<file path="src/rtl/lpm_pkg.sv">
package lpm_pkg;

    typedef enum logic [1:0] {
        MODE_RUN  = 2'b00,
        MODE_WAIT = 2'b01,
        MODE_DOZE = 2'b10,
        MODE_STOP = 2'b11
    } lp_mode_e;

    typedef enum logic [1:0] {
        ST_RUN   = 2'b00,
        ST_SLEEP = 2'b01,
        ST_WAKE  = 2'b10
    } fsm_st_e;

endpackage

</file>
<file path="src/rtl/lpm_ctrl_reg.sv">
module lpm_ctrl_reg #(
    parameter int REG_W = 8,
    parameter int LVL_W = 3
) (
    input  logic             clk,
    input  logic             rst_n,
    input  logic             wr_en,
    input  logic [REG_W-1:0] wdata,
    output logic [REG_W-1:0] rdata,
    output logic             stop_en,
    output logic [LVL_W-1:0] thr
);
    localparam int STOP_BIT = REG_W - 1;
    localparam int THR_MSB  = STOP_BIT - 1;
    localparam int THR_LSB  = STOP_BIT - LVL_W;

    typedef struct packed {
        logic             stop_en;
        logic [LVL_W-1:0] thr;
    } ctl_t;

    ctl_t ctl_d, ctl_q;

    always_comb begin
        ctl_d = ctl_q;
        if (wr_en) begin
            ctl_d.stop_en = wdata[STOP_BIT];
            ctl_d.thr     = wdata[THR_MSB:THR_LSB];
        end
    end

    always_ff @(posedge clk) begin
        if (!rst_n) ctl_q <= '0;
        else        ctl_q <= ctl_d;
    end

    always_comb begin
        rdata                   = '0;
        rdata[STOP_BIT]         = ctl_q.stop_en;
        rdata[THR_MSB:THR_LSB]  = ctl_q.thr;
    end

    assign stop_en = ctl_q.stop_en;
    assign thr     = ctl_q.thr;

    // written fields read back on the next cycle
    a_r2_readback: assert property (@(posedge clk) disable iff (!rst_n)
        wr_en |=> rdata[STOP_BIT:THR_LSB] == $past(wdata[STOP_BIT:THR_LSB]));

    // without a write the register holds
    a_r2_hold: assert property (@(posedge clk) disable iff (!rst_n)
        (!wr_en && $past(rst_n)) |=> $stable(rdata));

endmodule

</file>
<file path="src/rtl/lpm_wake_eval.sv">
module lpm_wake_eval #(
    parameter int LVL_W = 3
) (
    input  logic             clk,
    input  logic             rst_n,
    input  logic             asleep,
    input  logic             in_stop,
    input  logic [LVL_W-1:0] thr,
    input  logic [LVL_W-1:0] fixed_lvl,
    input  logic [LVL_W-1:0] prog_lvl,
    input  logic             prog_lp_en,
    output logic             wake_hit
);
    logic [LVL_W-1:0] prog_eff;
    logic [LVL_W-1:0] eff_lvl;

    always_comb begin
        prog_eff = (prog_lp_en && !in_stop) ? prog_lvl : '0;
        eff_lvl  = (prog_eff > fixed_lvl) ? prog_eff : fixed_lvl;
        wake_hit = asleep && (eff_lvl > thr);
    end

    // in stop, a fixed level at or below threshold never wakes
    a_r7_stop_fixed_only: assert property (@(posedge clk) disable iff (!rst_n)
        (asleep && in_stop && fixed_lvl <= thr) |-> !wake_hit);

    // equal level does not wake
    a_r6_equal_no_wake: assert property (@(posedge clk) disable iff (!rst_n)
        (fixed_lvl == thr && (prog_lvl <= thr || !prog_lp_en)) |-> !wake_hit);

    // no wake indication while running
    a_r10_idle_quiet: assert property (@(posedge clk) disable iff (!rst_n)
        !asleep |-> !wake_hit);

endmodule

</file>
<file path="src/rtl/lpm_mode_fsm.sv">
module lpm_mode_fsm
    import lpm_pkg::*;
(
    input  logic       clk,
    input  logic       rst_n,
    input  logic       core_halted,
    input  logic [1:0] mode_req,
    input  logic       stop_en,
    input  logic       wake_hit,
    output logic       asleep,
    output logic       in_stop,
    output logic       core_clk_en,
    output logic       bus_clk_en,
    output logic       exit_req,
    output logic       service_en,
    output logic [1:0] lp_mode
);
    typedef struct packed {
        fsm_st_e  st;
        lp_mode_e mode;
    } fsm_t;

    fsm_t s_d, s_q;

    always_comb begin
        s_d = s_q;
        unique case (s_q.st)
            ST_RUN: begin
                if (core_halted && mode_req != MODE_RUN) begin
                    if (mode_req != MODE_STOP || stop_en) begin
                        s_d.st   = ST_SLEEP;
                        s_d.mode = lp_mode_e'(mode_req);
                    end
                end
            end
            ST_SLEEP: begin
                if (wake_hit) begin
                    s_d.st   = ST_WAKE;
                    s_d.mode = MODE_RUN;
                end
            end
            ST_WAKE: s_d.st = ST_RUN;
            default: begin
                s_d.st   = ST_RUN;
                s_d.mode = MODE_RUN;
            end
        endcase
    end

    always_ff @(posedge clk) begin
        if (!rst_n) begin
            s_q.st   <= ST_RUN;
            s_q.mode <= MODE_RUN;
        end else begin
            s_q <= s_d;
        end
    end

    assign asleep      = (s_q.st == ST_SLEEP);
    assign in_stop     = asleep && (s_q.mode == MODE_STOP);
    assign core_clk_en = !asleep;
    assign bus_clk_en  = !in_stop;
    assign exit_req    = (s_q.st == ST_WAKE);
    assign service_en  = (s_q.st == ST_RUN);
    assign lp_mode     = s_q.mode;

    // exit request lasts one cycle
    a_r9_exit_pulse: assert property (@(posedge clk) disable iff (!rst_n)
        exit_req |=> !exit_req);

    // clocks back on with the pulse, servicing not yet allowed
    a_r9_exit_with_clk: assert property (@(posedge clk) disable iff (!rst_n)
        exit_req |-> (core_clk_en && !service_en));

    // servicing follows the pulse
    a_r9_service_next: assert property (@(posedge clk) disable iff (!rst_n)
        exit_req |=> service_en);

    // the pulse is caused by a wake condition
    a_r6_wake_cause: assert property (@(posedge clk) disable iff (!rst_n)
        $rose(exit_req) |-> $past(wake_hit));

    // a stop request with stop disabled keeps the core clock
    a_r4_stop_blocked: assert property (@(posedge clk) disable iff (!rst_n)
        (service_en && core_halted && mode_req == 2'b11 && !stop_en) |=> core_clk_en);

    // bus clock runs in wait and doze
    a_r5_bus_clk: assert property (@(posedge clk) disable iff (!rst_n)
        (!core_clk_en && lp_mode != 2'b11) |-> bus_clk_en);

endmodule

</file>
<file path="src/rtl/lpm_wake_ctrl.sv">
module lpm_wake_ctrl #(
    parameter int REG_W = 8,
    parameter int LVL_W = 3
) (
    input  logic             clk,
    input  logic             rst_n,
    input  logic             reg_wr_en,
    input  logic [REG_W-1:0] reg_wdata,
    output logic [REG_W-1:0] reg_rdata,
    input  logic             core_halted,
    input  logic [1:0]       mode_req,
    input  logic [LVL_W-1:0] irq_fixed_lvl,
    input  logic [LVL_W-1:0] irq_prog_lvl,
    input  logic             irq_prog_lp_en,
    output logic             wake_hit,
    output logic             core_clk_en,
    output logic             bus_clk_en,
    output logic             exit_req,
    output logic             irq_service_en,
    output logic [1:0]       lp_mode
);
    logic             stop_en;
    logic [LVL_W-1:0] thr;
    logic             asleep;
    logic             in_stop;

    lpm_ctrl_reg #(.REG_W(REG_W), .LVL_W(LVL_W)) u_reg (
        .clk     (clk),
        .rst_n   (rst_n),
        .wr_en   (reg_wr_en),
        .wdata   (reg_wdata),
        .rdata   (reg_rdata),
        .stop_en (stop_en),
        .thr     (thr)
    );

    lpm_wake_eval #(.LVL_W(LVL_W)) u_eval (
        .clk        (clk),
        .rst_n      (rst_n),
        .asleep     (asleep),
        .in_stop    (in_stop),
        .thr        (thr),
        .fixed_lvl  (irq_fixed_lvl),
        .prog_lvl   (irq_prog_lvl),
        .prog_lp_en (irq_prog_lp_en),
        .wake_hit   (wake_hit)
    );

    lpm_mode_fsm u_fsm (
        .clk         (clk),
        .rst_n       (rst_n),
        .core_halted (core_halted),
        .mode_req    (mode_req),
        .stop_en     (stop_en),
        .wake_hit    (wake_hit),
        .asleep      (asleep),
        .in_stop     (in_stop),
        .core_clk_en (core_clk_en),
        .bus_clk_en  (bus_clk_en),
        .exit_req    (exit_req),
        .service_en  (irq_service_en),
        .lp_mode     (lp_mode)
    );

endmodule

</file>
<file path="config.mk">
export PLATFORM = sky130hd
export DESIGN_NAME = lpm_wake_ctrl
export DESIGN_NICKNAME = d
export VERILOG_FILES = /design/src/rtl/lpm_pkg.sv /design/src/rtl/lpm_ctrl_reg.sv /design/src/rtl/lpm_wake_eval.sv /design/src/rtl/lpm_mode_fsm.sv /design/src/rtl/lpm_wake_ctrl.sv
export SDC_FILE = /design/constraint.sdc
export NUM_CORES = 1
export LEC_CHECK = 0
export BUFFER_PORTS_ARGS = -buffer_cell sky130_fd_sc_hd__buf_2
export CAP_MARGIN = 15
export CORE_MARGIN = 5
export CORE_UTILIZATION = 39
export CTS_CLUSTER_SIZE = 24
export DETAILED_ROUTE_END_ITERATION = 6
export PLACE_DENSITY_LB_ADDON = 0.25
export SYNTH_ARGS = -nofsm -noshare
export SYNTH_HDL_FRONTEND = slang
export SYNTH_HIERARCHICAL = 1
export SYNTH_SLANG_ARGS = --single-unit
</file>
<file path="constraint.sdc">
create_clock -name clk -period 3.1 [get_ports clk]
set_clock_uncertainty 0.2 [all_clocks]
set_input_delay 0.155 -clock clk [delete_from_list [all_inputs] [get_ports clk]]
set_output_delay 0.155 -clock clk [all_outputs]
set_load 0.02 [all_outputs]
</file>
* Yosys cells after proc, flatten, opt, wreduce, memory -nomap -nowiden
Cells that the tools add are included.
Word-level totals: register bits after elaboration 8, output and inout bits 15, input port bits 21, logic and storage cells 32
Operators by class: mux-type cells 7, bitwise gates (word level) 1, $lt $le $gt $ge 2, reductions and logical operators 11, equal/unequal tests 7
Operators with widths (count):
- $mux 4 | 3
- $gt 3x3->1 | 2
- $mux 3 | 2
- $pmux 2 s3 | 1
- $eq 2x2->1 const B | 2
- $logic_and 1x1->1 | 4
- $ne 2x1->1 const B | 2
- $ne 2x2->1 const B | 2
- $pmux 2 s2 | 1
- $reduce_and 4->1 | 1
- $reduce_and 3->1 | 1
- $eq 2x1->1 const B | 1
- $logic_not 1->1 | 2
- $logic_not 2->1 | 1
- $reduce_bool 2->1 | 1
- $logic_or 1x1->1 | 1
- $not 1->1 | 1

* Logic depth before layout (Yosys ltp)
word-level depth 11, mapped depth 17

* Modules after synthesis
The synthesis kept the hierarchy.
By module, submodules not included:
- lpm_mode_fsm | area an instance 230.2 µm², times used 1, cells an instance 27
- lpm_ctrl_reg | area an instance 220.2 µm², times used 1, cells an instance 22
- lpm_wake_eval | area an instance 206.4 µm², times used 1, cells an instance 28

* Worst setup path before layout
Ideal clock, no wire load.
path type reg-to-reg, from register u_fsm/s_q[2] (netlist name), to register u_fsm.s_q, in the netlist u_fsm/lp_mode[0], setup time 118 ps, arrival time 3679 ps, setup slack -896 ps, cell stages (with the launch flop) 18, cell sequence dfxtp_1 > nor2b_1 > nand3_1 > inv_1 > nor2b_1 > and2_1 > ha_1 > and3_1 > a21oi_2 > mux2_1 > ha_1 > nor2b_1 > o21ai_0 > a21oi_1 > a21oi_1 > o21ai_1 > o21ai_0 > a32o_2
Between the ends: longest elaborated chain between the ends 11, elaborated cells between the ends (all ways) 17, classes of those cells order compare (2); eq/ne (5); mux (3); bitwise (1); reduce/logical (6)
Ends and longest elaborated chain:
- from (decl) | RTL line lpm_mode_fsm.sv:23 | fsm_t s_d, s_q;
- $eq 2x1->1 (*) | RTL line lpm_mode_fsm.sv:59 | assign asleep = (s_q.st == ST_SLEEP);
- via asleep | RTL line lpm_wake_ctrl.sv:24 | logic asleep;
- $logic_and 1x1->1 (*) | RTL line lpm_mode_fsm.sv:60 | assign in_stop = asleep && (s_q.mode == MODE_STOP);
- $logic_not 1->1 (*)
- via bus_clk_en | RTL line lpm_wake_ctrl.sv:17 | output logic bus_clk_en,
- $logic_and 1x1->1 (*) | RTL line lpm_wake_eval.sv:18 | prog_eff = (prog_lp_en && !in_stop) ? prog_lvl : '0;
- $mux 3 (*) | RTL line lpm_wake_eval.sv:18
- $gt 3x3->1 | RTL line lpm_wake_eval.sv:19 | eff_lvl = (prog_eff > fixed_lvl) ? prog_eff : fixed_lvl;
- $mux 3 (*) | RTL line lpm_wake_eval.sv:19
- $gt 3x3->1 (*) | RTL line lpm_wake_eval.sv:20 | wake_hit = asleep && (eff_lvl > thr);
- $logic_and 1x1->1 (*) | RTL line lpm_wake_eval.sv:20
- via wake_hit | RTL line lpm_wake_ctrl.sv:15 | output logic wake_hit,
- $ne 2x2->1 (no source line) (*)
- $reduce_and 4->1 (no source line) (*)
The timed path passes the listed nets; every way through them passes the cells marked *. A chain may end at the register's enable or synchronous reset.

* Worst setup path after layout
from register u_fsm/s_q[2] (netlist name), to output port wake_hit
Between the ends: longest elaborated chain between the ends 9
Ends and longest elaborated chain:
- $eq 2x1->1 (*) | RTL line lpm_mode_fsm.sv:59
- via asleep | RTL line lpm_wake_ctrl.sv:24
- $logic_and 1x1->1 (*) | RTL line lpm_mode_fsm.sv:60
- via in_stop | RTL line lpm_wake_ctrl.sv:25 | logic in_stop;
- $logic_not 1->1 (*) | RTL line lpm_wake_eval.sv:18
- $logic_and 1x1->1 (*) | RTL line lpm_wake_eval.sv:18
- $mux 3 (*) | RTL line lpm_wake_eval.sv:18
- $gt 3x3->1 | RTL line lpm_wake_eval.sv:19
- $mux 3 (*) | RTL line lpm_wake_eval.sv:19
- $gt 3x3->1 (*) | RTL line lpm_wake_eval.sv:20
- $logic_and 1x1->1 (*) | RTL line lpm_wake_eval.sv:20
- to (decl) | RTL line lpm_wake_ctrl.sv:15
Marked as above.

==> results.md <==
* Data required time of the worst path at 2.74 ns
* Max-cap check violation count at 0
* DRC viols at 0
* CORE AREA at between 1500 and 2000 um2
* Cell variety after synth at 25
* DIE WIDTH at a little over 50 um
* Series of cell instances along the critical path: nor2b_4, nand3_4, inv_2, nor2b_4, and2_4, ha_4, nand3b_1, a21oi_4, mux2_4, ha_4, nor2b_4, o21ai_2, a21oi_2, buf_4, buf_6
* Arrival time of the worst setup path at approximately 2.9 ns
* Critical path buffers and inverters at 3
* Core Rows at 14
* Area delta synth->final at 59.4%
* Final antenna diode count at 0
* Clock-pin slew on the worst setup and hold paths at around 0.06 ns
* Vias/cell at 4.85
* Total chip power at roughly 380 uW
* Leakage power figure at roughly 0.53 nW
* Total setup violations reported at the end of the flow at 4
* Family with the most delay on the worst path: simple AND/OR/NAND/NOR gates
* FF+latch count, synth at 8
* Overall die height at a little over 50 um
* Cell at the root of the clock tree: clkbuf_4
* Synth top area share at between 20% and 30%
* Fraction of layout instances using a drive strength above 1 at a little under three fifths
* PnR worst setup slack at -0.137 ns
* Sequential area share after synthesis at between 20 and 25%
* Worst-Skew Late Latency at approximately 0.26 ns
* Total I/O pin count at 36
* Final net count at around 140
* Placer Congestion at approximately 0.77
* Clock tree from TritonCTS: yes
* Post-synthesis async set-or-reset flop share at 0%
* Clock tree buffer depth at 2
* Largest voltage drop on the vdd net at 0.353 mV
* Sink Count at 8
* Synth top area cells: dfxtp_1, buf_4, ha_1
* Largest net degree at the start of global routing at 10
* DPL Wire Length at around 1200 um
* Synth Flop Type: dfxtp_1
* Max-slew violation count at 0
* Deepest level of the CTS H-tree at 1
* Sequential cell area at approximately 160 um2
* Total CTS buffers at 3
* Critical path type: reg -> out
* Power Density at between 300 and 400 nW/um2
* Initial antenna violation count at 0
* Library cell with the highest instance count after synthesis: buf_4
* Number of synthesized flops with an enable pin at 0
* Number of filler instances in the final layout at 136
* Worst path most repeated cell: nor2b_4
* Wire length after detailed routing at around 1700 um
* Cell with the biggest individual delay on the critical path: dfxtp_4
* Share of the clock period used by the worst path at 104%
* Crit-path max cell delay at between 0.3 and 0.4 ns
* Achievable frequency at 309 MHz
* Cell type contributing the most total cell area after synthesis: dfxtp_1
* Synthesized area per cell at ~8.5 um2
* Worst setup slack after placement at -0.290 ns
* Number of vias after detailed routing at between 600 and 700
* Final ANT Viol Nets at 0
* Crit Path Max Fanout at 3
* RSZ-0062 raised after global routing: yes
* Drt first pass iters at 2
* Outcome: finished with violations
* Starting density of the core at between 40 and 50%
* Final core area utilization at approximately 67%
* Area of combinational cells with multiple inputs at ~530 um2
* Wire length of the first global-routing pass at between 2000 and 3000 um
* Number of violations reported at the end of detailed-routing iteration 0 at 2
* Vias in the first global route at around 670
* Routed wire per std cell at around 13 um
* I/O Buffers at 27
* Total overflow reported by the global router at 0
* Overall fraction of global-route tracks in use at between 10% and 20%
* Type of the worst min-delay path: in -> reg
* Startpoint kind of the worst setup timing path: register
* Crit path time final at 3.24 ns
* Synthesized netlist cell count at between 70 and 80
* Synth Warn # at 6
* Die ar. at ~2600 um2
* Synthesized area at 657 um2
* Fin. Hold Viols at 0
* Setup slack of the worst register-to-register path at -0.13 ns
* Ranking of synthesized cells by instance count: buf_4, dfxtp_1, inv_1, nor2b_1, ha_1
* Kind of end point of the critical path: output pin
* Violations in the final reports: setup timing
worst register-to-register path, cell delays in order (launching register included):
cell and delay, ns:
dfxtp_4 0.34, nor2b_4 0.16, nand3_4 0.07, inv_2 0.07, nor2b_4 0.04, and2_4 0.14, ha_4 0.27, nand3b_1 0.12
a21oi_4 0.22, mux2_4 0.33, ha_4 0.24, nor2b_4 0.12, o21ai_2 0.12, a21oi_2 0.08, a21oi_2 0.14, o21ai_2 0.09
nor3b_4 0.16, a32o_2 0.21
final timing paths:
check,from,endpoint,cells after the start
worst min register to register,u_reg/stop_en,u_reg/stop_en,2
worst max register to register,u_fsm/s_q[2],u_fsm/lp_mode[0],17
worst min-delay path,rst_n,u_fsm/s_q[2],2
worst max-delay path,u_fsm/s_q[2],wake_hit,15
report_power, final:
part / switching [mW] / internal (mW) / total, mW / leakage [nW]
Sequential: 0.00616 / 0.111 / 0.117 / 0.0664
Combinational: 0.0820 / 0.0897 / 0.172 / 0.445
Clock: 0.0412 / 0.0496 / 0.0908 / 0.0150
sequential cells by signal, summed over array words and instances, names as in the netlist:
signal,cells
u_fsm/lp_mode,2
u_reg/stop_en,1
u_fsm/s_q,2
u_reg/thr,3
cell families after synthesis:
kind of cell | after synthesis | synth area share (%)
other cells | 1 | 0.571
mux | 7 | 11.2
flops | 8 | 24.4
fa+ha+maj | 6 | 11.4
simple gates | 25 | 23.8
buf+inv | 19 | 17.7
compound gates | 11 | 10.9
cell type report:
cell class,instances,area share [%]
repair buffers,43,26.4
multi-input cells,53,50.7
clock buffers,4,2.51
flip-flops and latches,8,15.7
inverters,8,2.87
well taps,16,1.91
what timing repair did:
action,4_1_cts,5_1_grt
gates resized for setup,14,5
hold buffers,6,0
endpoints found under the setup margin,5,5
buffers inserted,1,1
pin swaps,7,7
hold endpoints to repair,6,0
layer usage:
| metal | vias up | track usage (%) | share of wire [%] |
|---|---|---|---|
| met5 | - | 0 | 0 |
| met4 | 0 | 10.8 | 3.6 |
| met3 | 6 | 2.33 | 5.0 |
| met2 | 18 | 26.4 | 55 |
| met1 | 294 | 13.2 | 36 |
| li1 | 322 | - | - |
placed cells by master (no fill, tap or decap), types with 3 or more instances in the layout:
cell type / synthesis / layout
a21oi_2: 1 / 4
buf_2: 0 / 26
buf_4: 10 / 10
clkbuf_4: 0 / 3
conb_1: 1 / 4
dfxtp_1: 8 / 7
dlygate4sd3_1: 0 / 6
ha_4: 0 / 4
inv_1: 8 / 7
mux2i_1: 4 / 4
nor2_1: 3 / 3
nor2b_1: 8 / 5
nor2b_4: 0 / 3
stage by stage:
step           setup TNS, ns  instance area (um2)  instances  hold WS (ns)
3_5_place_dp          -0.837                  841        120         0.202
5_1_grt                -1.11                 1050        132        0.0145
3_3_place_gp          -0.523                  841        120         0.195
2_1_floorplan          -1.18                  712         80        0.0818
6_report              -0.461                 1050        132        0.0124
4_1_cts               -0.467                 1010        131       0.00896
No activity file was read; power rests on OpenSTA's default activity.
